===== config.mk =====
export PLATFORM = sky130hd
export DESIGN_NAME = mulacc_unit
export DESIGN_NICKNAME = d
export VERILOG_FILES = /design/src/rtl/mulacc_pkg.sv /design/src/rtl/mulacc_decode.sv /design/src/rtl/mulacc_mult.sv /design/src/rtl/mulacc_accum.sv /design/src/rtl/mulacc_unit.sv
export SDC_FILE = /design/constraint.sdc
export NUM_CORES = 2
export LEC_CHECK = 0
export ABC_AREA = 1
export CAP_MARGIN = 20
export CORE_MARGIN = 4
export CORE_UTILIZATION = 40
export DETAILED_ROUTE_END_ITERATION = 10
export DONT_BUFFER_PORTS = 1
export GPL_ROUTABILITY_DRIVEN = 1
export PLACE_DENSITY_LB_ADDON = 0.25
export SLEW_MARGIN = 5
export SYNTH_ARGS = -nofsm -noshare
export SYNTH_HDL_FRONTEND = slang
export SYNTH_SLANG_ARGS = --single-unit
export TNS_END_PERCENT = 10

===== constraint.sdc =====
create_clock -name clk_i -period 4.7 [get_ports clk_i]
set_input_delay 0 -clock clk_i [delete_from_list [all_inputs] [get_ports clk_i]]
set_output_delay 0 -clock clk_i [all_outputs]
set_load 0.01 [all_outputs]

===== src/rtl/mulacc_pkg.sv =====
package mulacc_pkg;
  localparam int FUNCT_W = 6;
  localparam int SA_W    = 5;

  localparam logic [FUNCT_W-1:0] FN_ACC   = 6'b101000;
  localparam logic [FUNCT_W-1:0] FN_DBL   = 6'b101001;
  localparam logic [FUNCT_W-1:0] FN_NEG_S = 6'b011000;
  localparam logic [FUNCT_W-1:0] FN_NEG_U = 6'b011001;

  typedef struct packed {
    logic legal;
    logic dbl;       // accumulate into full LO only
    logic uns;
    logic sat;
    logic high;      // move high half to rd
    logic from_zero; // base is zero instead of accumulator
    logic subtract;  // base minus product
  } mac_op_t;
endpackage


===== src/rtl/mulacc_decode.sv =====
module mulacc_decode
  import mulacc_pkg::*;
(
  input  logic [FUNCT_W-1:0] funct_i,
  input  logic [SA_W-1:0]    sa_i,
  output mac_op_t            op_o
);
  always_comb begin
    op_o = '0;
    unique case (funct_i)
      FN_ACC: begin
        op_o.legal     = !sa_i[1] && !(sa_i[4] && sa_i[2]);
        op_o.uns       = sa_i[0];
        op_o.high      = sa_i[3];
        op_o.sat       = sa_i[4];
        op_o.from_zero = sa_i[2];
      end
      FN_DBL: begin
        op_o.legal = (sa_i[3:1] == 3'b000);
        op_o.dbl   = 1'b1;
        op_o.uns   = sa_i[0];
        op_o.sat   = sa_i[4];
      end
      FN_NEG_S, FN_NEG_U: begin
        op_o.legal     = (sa_i[1:0] == 2'b11) && !sa_i[4];
        op_o.uns       = funct_i[0];
        op_o.high      = sa_i[3];
        op_o.subtract  = 1'b1;
        op_o.from_zero = !sa_i[2];
      end
      default: op_o = '0;
    endcase
  end
endmodule


===== src/rtl/mulacc_mult.sv =====
module mulacc_mult #(
  parameter int HALF_W = 32,
  localparam int PROD_W = 2 * HALF_W
) (
  input  logic [HALF_W-1:0] a_i,
  input  logic [HALF_W-1:0] b_i,
  input  logic              uns_i,
  output logic [PROD_W-1:0] prod_o
);
  logic [PROD_W-1:0] a_x, b_x;
  // one multiplier: the product modulo 2^PROD_W is the same for both signednesses
  always_comb begin
    a_x    = {{HALF_W{!uns_i && a_i[HALF_W-1]}}, a_i};
    b_x    = {{HALF_W{!uns_i && b_i[HALF_W-1]}}, b_i};
    prod_o = a_x * b_x;
  end
endmodule


===== src/rtl/mulacc_accum.sv =====
module mulacc_accum #(
  parameter int DATA_W = 64,
  localparam int HALF_W = DATA_W / 2,
  localparam int EXT_W  = DATA_W + 2
) (
  input  logic [DATA_W-1:0] base_i,
  input  logic [DATA_W-1:0] prod_i,
  input  logic              uns_i,
  input  logic              sat_i,
  input  logic              subtract_i,
  output logic [DATA_W-1:0] result_o
);
  localparam logic signed [EXT_W-1:0] S_MAX = {{(EXT_W-HALF_W+1){1'b0}}, {(HALF_W-1){1'b1}}};
  localparam logic signed [EXT_W-1:0] S_MIN = {{(EXT_W-HALF_W+1){1'b1}}, {(HALF_W-1){1'b0}}};

  logic signed [EXT_W-1:0] a_x, p_x, sum;

  always_comb begin
    a_x = {{2{!uns_i && base_i[DATA_W-1]}}, base_i};
    p_x = {{2{!uns_i && prod_i[DATA_W-1]}}, prod_i};
    sum = subtract_i ? (a_x - p_x) : (a_x + p_x);
    result_o = sum[DATA_W-1:0];
    if (sat_i && !subtract_i) begin
      if (uns_i) begin
        if (sum > S_MAX) result_o = '1;
      end else if (sum > S_MAX) begin
        result_o = S_MAX[DATA_W-1:0];
      end else if (sum < S_MIN) begin
        result_o = S_MIN[DATA_W-1:0];
      end
    end
  end
endmodule


===== src/rtl/mulacc_unit.sv =====
module mulacc_unit
  import mulacc_pkg::*;
#(
  parameter int DATA_W = 64,
  localparam int HALF_W = DATA_W / 2
) (
  input  logic               clk_i,
  input  logic               rst_ni,
  input  logic               valid_i,
  input  logic [FUNCT_W-1:0] funct_i,
  input  logic [SA_W-1:0]    sa_i,
  input  logic [DATA_W-1:0]  rs_i,
  input  logic [DATA_W-1:0]  rt_i,
  output logic [DATA_W-1:0]  hi_o,
  output logic [DATA_W-1:0]  lo_o,
  output logic               rd_we_o,
  output logic [DATA_W-1:0]  rd_data_o
);
  mac_op_t           op;
  logic [DATA_W-1:0] hi_q, lo_q, rd_data_q, prod, base, result, rd_val;
  logic              rd_we_q, fire;

  mulacc_decode u_decode (.funct_i(funct_i), .sa_i(sa_i), .op_o(op));

  mulacc_mult #(.HALF_W(HALF_W)) u_mult (
    .a_i(rs_i[HALF_W-1:0]), .b_i(rt_i[HALF_W-1:0]), .uns_i(op.uns), .prod_o(prod)
  );

  always_comb begin
    if (op.dbl)            base = lo_q;
    else if (op.from_zero) base = '0;
    else                   base = {hi_q[HALF_W-1:0], lo_q[HALF_W-1:0]};
  end

  mulacc_accum #(.DATA_W(DATA_W)) u_accum (
    .base_i(base), .prod_i(prod), .uns_i(op.uns), .sat_i(op.sat),
    .subtract_i(op.subtract), .result_o(result)
  );

  assign fire   = valid_i && op.legal;
  assign rd_val = op.high ? {{HALF_W{result[DATA_W-1]}}, result[DATA_W-1:HALF_W]}
                          : {{HALF_W{result[HALF_W-1]}}, result[HALF_W-1:0]};

  always_ff @(posedge clk_i or negedge rst_ni) begin
    if (!rst_ni) begin
      hi_q      <= '0;
      lo_q      <= '0;
      rd_we_q   <= 1'b0;
      rd_data_q <= '0;
    end else begin
      rd_we_q <= fire && !op.dbl;
      if (fire) begin
        if (op.dbl) begin
          lo_q <= result;
        end else begin
          hi_q      <= {hi_q[DATA_W-1:HALF_W], result[DATA_W-1:HALF_W]};
          lo_q      <= {lo_q[DATA_W-1:HALF_W], result[HALF_W-1:0]};
          rd_data_q <= rd_val;
        end
      end
    end
  end

  assign hi_o      = hi_q;
  assign lo_o      = lo_q;
  assign rd_we_o   = rd_we_q;
  assign rd_data_o = rd_data_q;

  p_reset_clear_r1: assert property (@(posedge clk_i)
    !rst_ni |=> (hi_o == '0 && lo_o == '0 && !rd_we_o));

  p_upper_keep_r2: assert property (@(posedge clk_i) disable iff (!rst_ni)
    (fire && !op.dbl) |=> ($stable(hi_o[DATA_W-1:HALF_W]) && $stable(lo_o[DATA_W-1:HALF_W])));

  p_rd_half_r5: assert property (@(posedge clk_i) disable iff (!rst_ni)
    rd_we_o |-> ((rd_data_o[HALF_W-1:0] == hi_o[HALF_W-1:0] ||
                  rd_data_o[HALF_W-1:0] == lo_o[HALF_W-1:0]) &&
                 rd_data_o[DATA_W-1:HALF_W] == {HALF_W{rd_data_o[HALF_W-1]}}));

  p_sclamp_r6: assert property (@(posedge clk_i) disable iff (!rst_ni)
    (fire && op.sat && !op.uns && !op.dbl) |=> (hi_o[HALF_W-1:0] == {HALF_W{lo_o[HALF_W-1]}}));

  p_uclamp_r7: assert property (@(posedge clk_i) disable iff (!rst_ni)
    (fire && op.sat && op.uns && !op.dbl) |=>
      ((hi_o[HALF_W-1:0] == '0 && !lo_o[HALF_W-1]) ||
       (hi_o[HALF_W-1:0] == '1 && lo_o[HALF_W-1:0] == '1)));

  p_dbl_hi_hold_r8: assert property (@(posedge clk_i) disable iff (!rst_ni)
    (fire && op.dbl) |=> ($stable(hi_o) && !rd_we_o));

  p_idle_hold_r12: assert property (@(posedge clk_i) disable iff (!rst_ni)
    !fire |=> ($stable(hi_o) && $stable(lo_o) && !rd_we_o));
endmodule


==> metrics <==
largest family of logic cells by synthesized area=adder cells; die width=approximately 380 um; clock skew=19.5 ps; final worst slack=-5660 ps; leading cell type in the layout, fill and taps excluded=nand2_1; height of the die=around 380 um; CP endpoint kind=flop; CP max stage cell=fa_1; worst path arrival time=10700 ps; Synth Instances=7454; simple logic cell fraction of the synthesized area=between 20% and 30%; Worst-path clk slew=around 70 ps; Post-Synth Adder-Cell Area=a little under half; core area=approximately 140000 sq um; Distinct cells, synth=between 50 and 60; Worst Setup Path Type=in -> reg; PortBufs=0; cts bufs inserted=17; Root Buffer=clkbuf_16; final slew viol count=0; Final ANT Viol Nets=0; Max-slew headroom=30.0%; layout cells sized above 1=19.6%; routed via count=~49000; initial antenna violation count=4; Mapped Area=54400 sq um; mean number of vias per cell=4.95; first-pass GRT wire length=slightly below 300000 um; die footprint=approximately 140000 sq um; fin crit share=220%; status=finished, violations left; maximum clock insertion buffer count=2; crit start category=input pin; Hold Fails Final Rpt=0; final setup vio count=~130; violated checks=negative setup slack; clock sink total=approximately 130; CP Max Fanout=19; Min-Delay Path Class=in -> reg; Main synth FF type=dfrtp_1; Ports=approximately 340; Synth Area in XOR/XNOR=between 2 and 2.5%; synthesized flop and latch total=about 130; GRT Overall Usage=25.9%; Period minus WS final=approximately 10000 ps; CP max stage delay=just over 600 ps; final hold slack=between 100 and 150 ps; RSZ-0062 raised after global routing=yes; CTS tree=done; sequential-to-total area share from yosys stat=approximately 5.9%; most frequent cells in the layout=nand2_1 (1999), inv_1 (1862), fa_1 (1121), buf_4 (955), nor2_1 (375); WP buf/inv=16; worst hold path cell count=3; # nets final=about 9700; crit-path leading delay family=adder cells; fill cell count=~14000; asr flop ratio synth=100%; Max-cap violations=0; router iterations before antenna repair=6; Fmax=96.5 MHz; vias in the first global route=a little over 50000; CP required=5040 ps; post-synthesis mux area share=0%; post-DR wirelength/cell=roughly 18 um; Final Wtd Congestion=1.00; H-tree depth=4; worst reg2reg path depth=29; 1st-iter DRT viols=roughly 3700; complex-gate fraction of the synthesized area=around 4.3%; YS warnings=0; P&R area growth vs syn=20.9%; DRC violations left=0; clock latency on the worst-skew pair=between 400 and 500 ps; EDFF count, synth=0; FP Rows=135; Detailed Place HPWL=157000 um; GR Overflow Total=0; Worst-Margin Slew=about 1000 ps; WL final=around 180000 um; largest net degree at the start of global routing=between 100 and 150; Worst path depth=61; Initial Util=40.2%; syn_area_per_cell=about 7.3 sq um
## sequential cells by signal (all words and copies together), names as in the netlist
register   count
rd_data_o     32
lo_o          64
hi_o          32
rd_we_o        1
## cell usage after synthesis, types with 4 or more instances
master / number / area [sq um]
and2_1: 10 / 62.6
nand4_1: 61 / 382
nor2_1: 478 / 1790
o21ai_0: 102 / 510
buf_2: 10 / 50.1
nor4_1: 11 / 68.8
xor2_1: 89 / 780
xnor2_1: 39 / 342
dfrtp_1: 129 / 3230
o21a_1: 9 / 67.6
clkbuf_1: 271 / 1020
inv_1: 1894 / 7110
nand3b_1: 20 / 150
buf_4: 65 / 488
ha_1: 278 / 3480
nand2_1: 2115 / 7940
nor3_1: 44 / 220
a21oi_1: 178 / 891
buf_6: 13 / 146
nand2_2: 27 / 169
o21bai_1: 13 / 97.6
or2_2: 23 / 144
o211ai_1: 4 / 30.0
o21ai_1: 64 / 320
nand2_4: 4 / 45.0
a31oi_1: 39 / 244
fa_1: 1126 / 22500
nand3_1: 230 / 1150
nor2_2: 18 / 113
nand3_2: 35 / 350
a21o_1: 14 / 105
inv_2: 7 / 26.3
## final cells by class
| cell class | count | area (sq um) | share of cell area [%] |
|---|---|---|---|
| Inverter | 1904 | 7170 | 10.9 |
| Timing Repair Buffer | 1005 | 8020 | 12.2 |
| Multi-Input combinational cell | 5090 | 44500 | 67.7 |
| Sequential cell | 129 | 3230 | 4.92 |
| Clock buffer | 18 | 439 | 0.668 |
| Antenna cell | 1 | 2.50 | 0.00381 |
| Clock inverter | 14 | 138 | 0.209 |
| Tap cell | 1781 | 2230 | 3.39 |
## layer usage
layer / GRT usage [%] / vias up / wire [um]
met4: 3.98 / 2 / 2880
met5: 0 / - / 13
li1: - / 22900 / -
met1: 36.7 / 24700 / 80700
met2: 43.3 / 1456 / 86000
met3: 3.56 / 192 / 12400
## through the flow
stage               std cells  setup TNS (ps)  instance area (sq um)  utilization (%)  worst slack, ps
floorplan                7485         -617840                  54900                -            -4900
global placement         9836         -872850                  62600             46.3            -6960
detailed placement       9836         -883180                  62600             46.3            -7010
CTS                      9903         -717260                  64100             47.4            -5750
global route             9941         -778550                  65700             48.6            -6200
finish                   9942         -706730                  65700             48.6            -5660
## tightest hold or removal path: cells and delay by family
kind | cells | cell delay (ps)
AND/OR/NAND/NOR | 2 | 350
AO/OA/AOI/OAI | 1 | 190
## repair_timing
action	4_1_cts	5_1_grt
buffers inserted	29	35
resized for setup	154	340
hold endpoints to repair	129	0
cloned	4	2
endpoints found under the setup margin	128	128
pin swaps	26	99
hold buffers	2	0
## worst paths after layout
path / slack, ps / endpoint / from
worst min-delay path: 140 / lo_o[63] / valid_i
min in group asynchronous: 160 / lo_o[2] / rst_ni
worst max register to register: 240 / rd_data_o[29] / lo_o[0]
worst max-delay path: -5660 / rd_data_o[13] / funct_i[2]
worst min register to register: 550 / rd_data_o[12] / rd_data_o[12]
max in group asynchronous: 3950 / rd_data_o[29] / rst_ni
## cells by family after synthesis
logic type | count (synthesis)
AO/OA/AOI/OAI | 434
XOR/XNOR | 130
adder cells (fa/ha/maj) | 1404
buffers and inverters | 2267
flip-flops | 129
other | 1
AND/OR/NAND/NOR | 3089
Power is left out: the tool's default activity adds up to more than one toggle a clock period on the data nets, which glitch-free logic cannot reach.
